**config.mk**
```make
export PLATFORM = sky130hd
export DESIGN_NAME = sdram_cmd_tracker
export DESIGN_NICKNAME = d
export VERILOG_FILES = /design/src/rtl/sdram_trk_pkg.sv /design/src/rtl/sdram_cmd_decode.sv /design/src/rtl/sdram_mode_reg.sv /design/src/rtl/sdram_burst_ctr.sv /design/src/rtl/sdram_bank_fsm.sv /design/src/rtl/sdram_cmd_tracker.sv
export SDC_FILE = /design/constraint.sdc
export NUM_CORES = 1
export LEC_CHECK = 0
export CAP_MARGIN = 20
export CORE_MARGIN = 4
export CORE_UTILIZATION = 50
export CTS_CLUSTER_DIAMETER = 40
export CTS_CLUSTER_SIZE = 28
export DETAILED_ROUTE_END_ITERATION = 16
export HOLD_SLACK_MARGIN = 0.15
export MAX_ROUTING_LAYER = met4
export PLACE_DENSITY_LB_ADDON = 0.2
export SLEW_MARGIN = 20
export SYNTH_ARGS = -nofsm -noshare
export SYNTH_HDL_FRONTEND = slang
export SYNTH_HIERARCHICAL = 1
export SYNTH_SLANG_ARGS = --single-unit
```
**constraint.sdc**
```tcl
create_clock -name clk_i -period 4.7 [get_ports clk_i]
set_clock_uncertainty 0.15 [all_clocks]
set_input_delay 0.705 -clock clk_i [delete_from_list [all_inputs] [get_ports clk_i]]
set_output_delay 0.705 -clock clk_i [all_outputs]
set_load 0.005 [all_outputs]
```
**src/rtl/sdram_trk_pkg.sv**
```systemverilog
package sdram_trk_pkg;
  typedef enum logic [2:0] {
    C_NOP, C_ACT, C_RD, C_WR, C_PRE, C_REF, C_MRS, C_UNDEF
  } cmd_e;

  typedef enum logic [2:0] {
    B_IDLE     = 3'd0,
    B_ACTIVE   = 3'd1,
    B_READ     = 3'd2,
    B_WRITE    = 3'd3,
    B_READ_AP  = 3'd4,
    B_WRITE_AP = 3'd5,
    B_PRE      = 3'd6
  } bank_st_e;

  typedef enum logic [1:0] {
    D_NORMAL  = 2'd0,
    D_PWRDN   = 2'd1,
    D_SELFREF = 2'd2,
    D_MRS     = 2'd3
  } dev_st_e;

  localparam int AP_BIT = 10;
endpackage

```
**src/rtl/sdram_cmd_decode.sv**
```systemverilog
module sdram_cmd_decode
  import sdram_trk_pkg::*;
(
  input  logic cs_ni,
  input  logic ras_ni,
  input  logic cas_ni,
  input  logic we_ni,
  output cmd_e cmd_o
);
  always_comb begin
    if (cs_ni) cmd_o = C_NOP;
    else begin
      case ({ras_ni, cas_ni, we_ni})
        3'b111:  cmd_o = C_NOP;
        3'b011:  cmd_o = C_ACT;
        3'b101:  cmd_o = C_RD;
        3'b100:  cmd_o = C_WR;
        3'b010:  cmd_o = C_PRE;
        3'b001:  cmd_o = C_REF;
        3'b000:  cmd_o = C_MRS;
        default: cmd_o = C_UNDEF;
      endcase
    end
  end
endmodule

```
**src/rtl/sdram_mode_reg.sv**
```systemverilog
module sdram_mode_reg #(
  parameter int CNT_W = 10
) (
  input  logic             clk_i,
  input  logic             rst_ni,
  input  logic             we_i,
  input  logic [2:0]       bl_code_i,
  input  logic [2:0]       cl_code_i,
  output logic             ok_o,
  output logic [1:0]       cl_o,
  output logic [CNT_W-1:0] bl_o,
  output logic             fp_o
);
  localparam logic [CNT_W-1:0] FULL = CNT_W'(1) << (CNT_W - 1);

  logic             bl_ok, cl_ok;
  logic [CNT_W-1:0] bl_d;

  assign bl_ok = (bl_code_i[2] == 1'b0) || (bl_code_i == 3'd7);
  assign cl_ok = (cl_code_i != 3'd0) && (cl_code_i[2] == 1'b0);
  assign ok_o  = bl_ok && cl_ok;
  assign bl_d  = bl_code_i[2] ? FULL : (CNT_W'(1) << bl_code_i[1:0]);

  always_ff @(posedge clk_i or negedge rst_ni) begin
    if (!rst_ni) begin
      cl_o <= 2'd2;
      bl_o <= CNT_W'(1);
      fp_o <= 1'b0;
    end else if (we_i && ok_o) begin
      cl_o <= cl_code_i[1:0];
      bl_o <= bl_d;
      fp_o <= bl_code_i[2];
    end
  end

  assert_load_legal_R6: assert property (@(posedge clk_i) disable iff (!rst_ni)
    $past(we_i && !ok_o) |-> ($stable(cl_o) && $stable(bl_o)));
endmodule

```
**src/rtl/sdram_burst_ctr.sv**
```systemverilog
module sdram_burst_ctr #(
  parameter int CNT_W = 10,
  parameter int BA_W  = 1
) (
  input  logic             clk_i,
  input  logic             rst_ni,
  input  logic             load_i,
  input  logic [BA_W-1:0]  ba_i,
  input  logic             rd_i,
  input  logic             ap_i,
  input  logic             fp_i,
  input  logic [CNT_W-1:0] bl_i,
  input  logic             stop_i,
  output logic [CNT_W-1:0] cnt_o,
  output logic             busy_o,
  output logic [BA_W-1:0]  owner_o,
  output logic             rd_o,
  output logic             ap_o,
  output logic             end_o
);
  localparam logic [CNT_W-1:0] FULL = CNT_W'(1) << (CNT_W - 1);

  logic fp_q;

  assign busy_o = cnt_o != '0;
  assign end_o  = (cnt_o == CNT_W'(1)) && !fp_q && !load_i && !stop_i;

  always_ff @(posedge clk_i or negedge rst_ni) begin
    if (!rst_ni) begin
      cnt_o   <= '0;
      owner_o <= '0;
      rd_o    <= 1'b0;
      ap_o    <= 1'b0;
      fp_q    <= 1'b0;
    end else if (load_i) begin
      cnt_o   <= bl_i;
      owner_o <= ba_i;
      rd_o    <= rd_i;
      ap_o    <= ap_i;
      fp_q    <= fp_i;
    end else if (stop_i) begin
      cnt_o <= '0;
    end else if (busy_o) begin
      cnt_o <= (cnt_o == CNT_W'(1) && fp_q) ? FULL : cnt_o - CNT_W'(1);
    end
  end

  assert_cnt_step_R3: assert property (@(posedge clk_i) disable iff (!rst_ni)
    ($past(cnt_o) > CNT_W'(1) && !$past(load_i) && !$past(stop_i))
      |-> (cnt_o == $past(cnt_o) - CNT_W'(1)));
endmodule

```
**src/rtl/sdram_bank_fsm.sv**
```systemverilog
module sdram_bank_fsm
  import sdram_trk_pkg::*;
#(
  parameter int T_RP = 3
) (
  input  logic     clk_i,
  input  logic     rst_ni,
  input  cmd_e     cmd_i,
  input  logic     sel_i,
  input  logic     ap_i,
  input  logic     go_i,
  input  logic     rw_other_i,
  input  logic     burst_end_i,
  output bank_st_e state_o,
  output logic     bad_o
);
  localparam int TW = (T_RP > 1) ? $clog2(T_RP) : 1;
  localparam logic [TW-1:0] TRP_LD = TW'(T_RP - 1);

  bank_st_e      st_d;
  logic [TW-1:0] tmr_q, tmr_d;

  always_comb begin
    bad_o = 1'b0;
    if (sel_i) begin
      case (cmd_i)
        C_ACT:      bad_o = state_o != B_IDLE;
        C_RD, C_WR: bad_o = !(state_o inside {B_ACTIVE, B_READ, B_WRITE});
        C_PRE:      bad_o = state_o inside {B_READ_AP, B_WRITE_AP, B_PRE};
        default:    bad_o = 1'b0;
      endcase
    end
  end

  always_comb begin
    st_d  = state_o;
    tmr_d = tmr_q;
    if (go_i) begin
      case (cmd_i)
        C_ACT: st_d = B_ACTIVE;
        C_RD:  st_d = ap_i ? B_READ_AP : B_READ;
        C_WR:  st_d = ap_i ? B_WRITE_AP : B_WRITE;
        C_PRE: if (state_o != B_IDLE) begin
                 st_d  = B_PRE;
                 tmr_d = TRP_LD;
               end
        default: ;
      endcase
    end else if (rw_other_i && (state_o == B_READ || state_o == B_WRITE)) begin
      st_d = B_ACTIVE;
    end else if (burst_end_i) begin
      case (state_o)
        B_READ, B_WRITE: st_d = B_ACTIVE;
        B_READ_AP, B_WRITE_AP: begin
          st_d  = B_PRE;
          tmr_d = TRP_LD;
        end
        default: ;
      endcase
    end else if (state_o == B_PRE) begin
      if (tmr_q == '0) st_d = B_IDLE;
      else tmr_d = tmr_q - TW'(1);
    end
  end

  always_ff @(posedge clk_i or negedge rst_ni) begin
    if (!rst_ni) begin
      state_o <= B_IDLE;
      tmr_q   <= '0;
    end else begin
      state_o <= st_d;
      tmr_q   <= tmr_d;
    end
  end

  assert_idle_via_pre_R5: assert property (@(posedge clk_i) disable iff (!rst_ni)
    (state_o == B_IDLE && $past(state_o) != B_IDLE) |-> ($past(state_o) == B_PRE));

  assert_open_from_idle_R2: assert property (@(posedge clk_i) disable iff (!rst_ni)
    (state_o == B_ACTIVE && $past(state_o) == B_IDLE) |-> $past(go_i && cmd_i == C_ACT));
endmodule

```
**src/rtl/sdram_cmd_tracker.sv**
```systemverilog
module sdram_cmd_tracker
  import sdram_trk_pkg::*;
#(
  parameter int NUM_BANKS  = 2,
  parameter int ADDR_W     = 12,
  parameter int COL_W      = 9,
  parameter int T_RP       = 3,
  parameter int T_MRD      = 2,
  parameter int T_CKE_EXIT = 2,
  localparam int BA_W      = (NUM_BANKS > 1) ? $clog2(NUM_BANKS) : 1,
  localparam int CNT_W     = COL_W + 1
) (
  input  logic                   clk_i,
  input  logic                   rst_ni,
  input  logic                   cke_i,
  input  logic                   cs_ni,
  input  logic                   ras_ni,
  input  logic                   cas_ni,
  input  logic                   we_ni,
  input  logic [ADDR_W-1:0]      addr_i,
  input  logic [BA_W-1:0]        ba_i,
  input  logic                   dqm_i,
  output logic [3*NUM_BANKS-1:0] bank_state_o,
  output logic [1:0]             dev_state_o,
  output logic                   violation_o,
  output logic [CNT_W-1:0]       burst_cnt_o
);
  localparam int EXW = (T_CKE_EXIT > 1) ? $clog2(T_CKE_EXIT) : 1;
  localparam int MW  = (T_MRD > 1) ? $clog2(T_MRD) : 1;

  cmd_e     cmd;
  dev_st_e  dev_q;
  bank_st_e st [NUM_BANKS];
  logic [NUM_BANKS-1:0] sel, bad, idle;
  logic       is_nop, is_rw, ap, all_idle, bank_bad, burst_bad, viol_d, accept, dqm_q;
  logic       mode_ok, fp, b_busy, b_rd, b_ap, b_end, b_stop;
  logic [1:0] cl;
  logic [CNT_W-1:0] bl;
  logic [BA_W-1:0]  b_owner;
  logic [EXW-1:0]   ex_q;
  logic [MW-1:0]    mrd_q;
  logic             unused_addr;

  // row/column bits belong to the array; burst type does not alter tracking
  assign unused_addr = ^{addr_i[ADDR_W-1:AP_BIT+1], addr_i[AP_BIT-1:7], addr_i[3]};

  sdram_cmd_decode u_dec (
    .cs_ni (cs_ni), .ras_ni(ras_ni), .cas_ni(cas_ni), .we_ni(we_ni), .cmd_o(cmd)
  );

  assign is_nop = cmd == C_NOP;
  assign is_rw  = (cmd == C_RD) || (cmd == C_WR);
  assign ap     = addr_i[AP_BIT];

  sdram_mode_reg #(.CNT_W(CNT_W)) u_mode (
    .clk_i     (clk_i),
    .rst_ni    (rst_ni),
    .we_i      (accept && cmd == C_MRS),
    .bl_code_i (addr_i[2:0]),
    .cl_code_i (addr_i[6:4]),
    .ok_o      (mode_ok),
    .cl_o      (cl),
    .bl_o      (bl),
    .fp_o      (fp)
  );

  assign b_stop = accept && cmd == C_PRE && (ap || ba_i == b_owner);

  sdram_burst_ctr #(.CNT_W(CNT_W), .BA_W(BA_W)) u_burst (
    .clk_i   (clk_i),
    .rst_ni  (rst_ni),
    .load_i  (accept && is_rw),
    .ba_i    (ba_i),
    .rd_i    (cmd == C_RD),
    .ap_i    (ap),
    .fp_i    (fp),
    .bl_i    (bl),
    .stop_i  (b_stop),
    .cnt_o   (burst_cnt_o),
    .busy_o  (b_busy),
    .owner_o (b_owner),
    .rd_o    (b_rd),
    .ap_o    (b_ap),
    .end_o   (b_end)
  );

  for (genvar b = 0; b < NUM_BANKS; b++) begin : g_bank
    assign sel[b]  = (cmd == C_PRE && ap) || (ba_i == BA_W'(b));
    assign idle[b] = st[b] == B_IDLE;

    sdram_bank_fsm #(.T_RP(T_RP)) u_bank (
      .clk_i       (clk_i),
      .rst_ni      (rst_ni),
      .cmd_i       (cmd),
      .sel_i       (sel[b]),
      .ap_i        (ap),
      .go_i        (accept && sel[b]),
      .rw_other_i  (accept && is_rw && !sel[b]),
      .burst_end_i (b_end && b_owner == BA_W'(b)),
      .state_o     (st[b]),
      .bad_o       (bad[b])
    );

    assign bank_state_o[3*b +: 3] = st[b];
  end

  assign all_idle  = &idle;
  assign bank_bad  = |bad;
  // an auto-precharge burst cannot be cut; write over read needs CL3 and prior mask
  assign burst_bad = is_rw && b_busy &&
                     (b_ap || (cmd == C_WR && b_rd && !(cl == 2'd3 && dqm_q)));

  always_comb begin
    if (dev_q != D_NORMAL) viol_d = !is_nop;
    else viol_d = (cmd == C_UNDEF) || bank_bad || burst_bad
               || ((cmd == C_REF || cmd == C_MRS) && !all_idle)
               || (cmd == C_MRS && !mode_ok)
               || (!cke_i && !(all_idle && (is_nop || cmd == C_REF)));
  end

  assign accept = (dev_q == D_NORMAL) && !is_nop && !viol_d;

  always_ff @(posedge clk_i or negedge rst_ni) begin
    if (!rst_ni) begin
      dev_q       <= D_NORMAL;
      ex_q        <= '0;
      mrd_q       <= '0;
      dqm_q       <= 1'b0;
      violation_o <= 1'b0;
    end else begin
      dqm_q       <= dqm_i;
      violation_o <= viol_d;
      case (dev_q)
        D_NORMAL: begin
          if (!cke_i && all_idle && is_nop) dev_q <= D_PWRDN;
          else if (accept && cmd == C_REF && !cke_i) dev_q <= D_SELFREF;
          else if (accept && cmd == C_MRS) begin
            dev_q <= D_MRS;
            mrd_q <= MW'(T_MRD - 1);
          end
          ex_q <= '0;
        end
        D_PWRDN, D_SELFREF: begin
          if (!cke_i) ex_q <= '0;
          else if (ex_q == EXW'(T_CKE_EXIT - 1)) begin
            dev_q <= D_NORMAL;
            ex_q  <= '0;
          end else ex_q <= ex_q + EXW'(1);
        end
        D_MRS: begin
          if (mrd_q == '0) dev_q <= D_NORMAL;
          else mrd_q <= mrd_q - MW'(1);
        end
        default: dev_q <= D_NORMAL;
      endcase
    end
  end

  assign dev_state_o = dev_q;

  assert_pd_entry_idle_R8: assert property (@(posedge clk_i) disable iff (!rst_ni)
    (dev_q == D_PWRDN && $past(dev_q) == D_NORMAL) |-> $past(all_idle && !cke_i));

  assert_lp_exit_cke_R8: assert property (@(posedge clk_i) disable iff (!rst_ni)
    (dev_q == D_NORMAL && ($past(dev_q) == D_PWRDN || $past(dev_q) == D_SELFREF))
      |-> $past(cke_i));

  assert_sr_entry_idle_R9: assert property (@(posedge clk_i) disable iff (!rst_ni)
    (dev_q == D_SELFREF && $past(dev_q) == D_NORMAL) |-> $past(all_idle && cmd == C_REF));

  assert_lp_no_burst_R10: assert property (@(posedge clk_i) disable iff (!rst_ni)
    (dev_q == D_PWRDN || dev_q == D_SELFREF) |-> (all_idle && !b_busy));
endmodule

```
==> metrics.cfg <==
[sta]
finalCritPeriodShare_pct = 95.43
slew_headroom_pct = 44.56
drv_slew = 0
tightest_slew_ps = 831.6
setup_viol = 0
finalHoldViolations = 0
setup_slack_ps = 215.0
whs_ps = 355.6
period_needed_ps = 4485
fmax_mhz = 223.0
rsz0062_at_grt = no

[placement]
dp.cells = 425
routabilityCongestion = 0.8776
hpwlAfterDp_mm = 4.640
place_area_um2 = 3372
post-place-ws_ps = -178.6
port-buffer-count = 34

[critical_path]
crit_type = in2reg
cp_max_fo = 6
crit_arrival_ps = 4520
r2r_cells = 17
crit_end = g_bank[0].u_bank/tmr_q[0]
r2r_slack_ps = 1040
reg2reg_to = g_bank[0].u_bank/tmr_q[0]
startpoint_type = input port
worstSetupEndpointType = register
worstReg2RegStart = g_bank[0].u_bank/state_o[1]
critical_path_required_ps = 4730
crit_start = we_ni

[clock_network]
htree_num_levels = 2
cts-root-buf = clkbuf_8
cts_tree = yes
clockBufferDepth = 2
clock_latency_ps = 300
cts_buffers = 5
clkTransAtPathRegs_ps = 80
clock_sinks = 37
ctsHoldBuffers = 0

[global_route]
grt_max_degree = 38
first_global_vias = 2314
grt-ovfl-total = 0
antenna_found_initial = 0
grt_usage_pct = 19.43
grt_pass1_wl_mm = 10.96

[route]
routed_via_density = 5.570
firstDrtPassIters = 4
drt_iter0_markers = 116
totalWireLength_mm = 6.281
wl_per_cell_um = 14.51
drc = 0
via_count = 2412
antenna_left = 0

[synth]
netlist.area_leader.share_pct = 31.01
syn-instance-count = 301
synth_top_cell_by_area = dfrtp_1
ys_ff_latch = 37
synthTopCellsByArea = dfrtp_1 (31%), mux2_2 (4.4%), nor2_1 (3.3%), o21ai_0 (3.2%), nand2_1 (3.1%)
syn_area_um2 = 2824
synth_edf_count = 0
synthArstFlopShare_pct = 100.0
seq_area_frac_synth_pct = 32.88
synth_cell_types = 73
yosysWarnings = 6
synthFlopType = dfrtp_1
syn_area_per_cell_um2 = 9.382

[power]
peakVddDrop_mv = 0.2488
powerDensity_nw_per_um2 = 447.6
sequentialPowerShare_pct = 36.5
p_int_w = 0.0009466
switchingPower_w = 0.0006076
p_comb_share_pct = 49.0
clkPwrFrac_pct = 14.5
p_leak_nw = 1.518
swShare_pct = 39.09

[final_layout]
layout_commonest_cell = dfrtp_1
nets = 387
finish.instance_area_um2 = 3472
multi_input_area_um2 = 1753
final_cells = 433
syn_to_final_growth_pct = 22.95
n_antenna_cell = 0
fillers = 477
final_cell_mix = dfrtp_1 (35), clkdlybuf4s50_1 (33), buf_4 (29)
regArea_um2 = 928.4
drive_gt1_share_pct = 22.71

[hold_path]
hold_path.class = in2async

[floorplan]
io_pins = 40
rows = 27
core-area_um2 = 5507
initial_core_util_pct = 51.28
die_y_um = 83.15
die_w_um = 83.15
die_area_um2 = 6914

[run]
maxCapViolCount = 0

[outcome]
status = completed

power groups by stage:
stage	clock, W	combinational (W)	sequential [W]
after detailed placement	0	0.000762	0.000572
after CTS	0.000233	0.000766	0.000567
after global placement	0	0.000742	0.000569
after global routing	0.000254	0.000847	0.000592
after floorplan	0	0.000482	0.000545
final	0.000225	0.000762	0.000567
kinds of logic after synthesis:
logic type | count (synthesis) | synth area share (%)
fa+ha+maj | 6 | 2.658
other cells | 1 | 0.1328
flops | 37 | 32.88
simple gates | 119 | 26.72
compound gates | 85 | 23.00
buf+inv | 30 | 5.893
mux | 17 | 6.868
xor+xnor | 6 | 1.861
Yosys cell counts, drive strengths merged, types with 3 or more instances:
cell,instances
dfrtp,35
nor2,25
nand2,23
o21ai,20
inv,15
a21oi,13
mux2,13
buf,11
nor2b,10
nor3b,10
nor4b,7
a211o,6
ha,6
nor3,6
nor4,6
o22ai,6
nand2b,5
a21boi,4
mux2i,4
nand3,4
o21a,4
and2,3
and3b,3
nand4b,3
o21bai,3
o22a,3
o31ai,3
xnor2,3
xor2,3
critical path, cell delays in order:
cell and delay (ps):
clkdlybuf4s50_1 530, nand2_1 90, a31o_1 260, buf_4 160, nor2_1 130, o22a_1 150
o22ai_1 70, o221a_2 300, a311oi_4 320, o2111ai_4 160, or2_1 270, inv_1 80
nor2_1 50, and4_1 200, nor2b_2 180, buf_4 150, nor2b_1 120, o21ai_0 260
buf_4 160, nor4_1 30, o21bai_1 150
flip-flops by register name, indices dropped and copies added, names as in the netlist:
signal	count
dev_state_o	2
dqm_q	1
ex_q	1
g_bank.u_bank/state_o	6
g_bank.u_bank/tmr_q	4
mrd_q	1
u_burst/ap_o	1
u_burst/cnt_o	10
u_burst/fp_q	1
u_burst/owner_o	1
u_burst/rd_o	1
u_mode/bl_o	5
u_mode/cl_o	2
violation_o	1
per-stage QoR:
step | TNS (ps) | total power (W) | utilization, %
floorplan | 0 | 0.001028 | -
global placement | -94.60 | 0.001311 | 61.24
detailed placement | -424.5 | 0.001334 | 61.24
CTS | 0 | 0.001567 | 62.89
global route | 0 | 0.001692 | 63.05
finish | 0 | 0.001554 | 63.05
area by class of cell:
type	instances	area share, %
clock buffer	5	1.982
clock inverter	3	0.6486
inverter	15	1.622
multi-input combinational	238	50.49
sequential	37	26.74
tap	72	2.595
timing repair buffer	63	15.93
repair_timing:
action                     4_1_cts  5_1_grt
buffers inserted                 0        0
setup endpoints to repair        0        4
resized for setup                0        4
per-layer routing:
layer / track usage, % / wire (µm) / part of all wire (%)
met3: 3.373 / 172 / 2.7
met4: 4.903 / 67 / 1.1
met1: 26.73 / 3136 / 50
met2: 29.81 / 2904 / 46
met5: - / 0 / 0
worst min-delay path by stage:
stage	start	to	slack (ps)	cells past startpoint
floorplan	rst_ni	dev_state_o[0]	260	0
global placement	u_burst/rd_o	u_burst/rd_o	340	1
detailed placement	u_mode/bl_o[3]	u_burst/cnt_o[3]	350	1
CTS	u_mode/bl_o[3]	u_burst/cnt_o[3]	370	1
global route	u_burst/rd_o	u_burst/rd_o	400	1
finish	rst_ni	u_burst/cnt_o[5]	360	1
(Power assumes the default switching activity.)
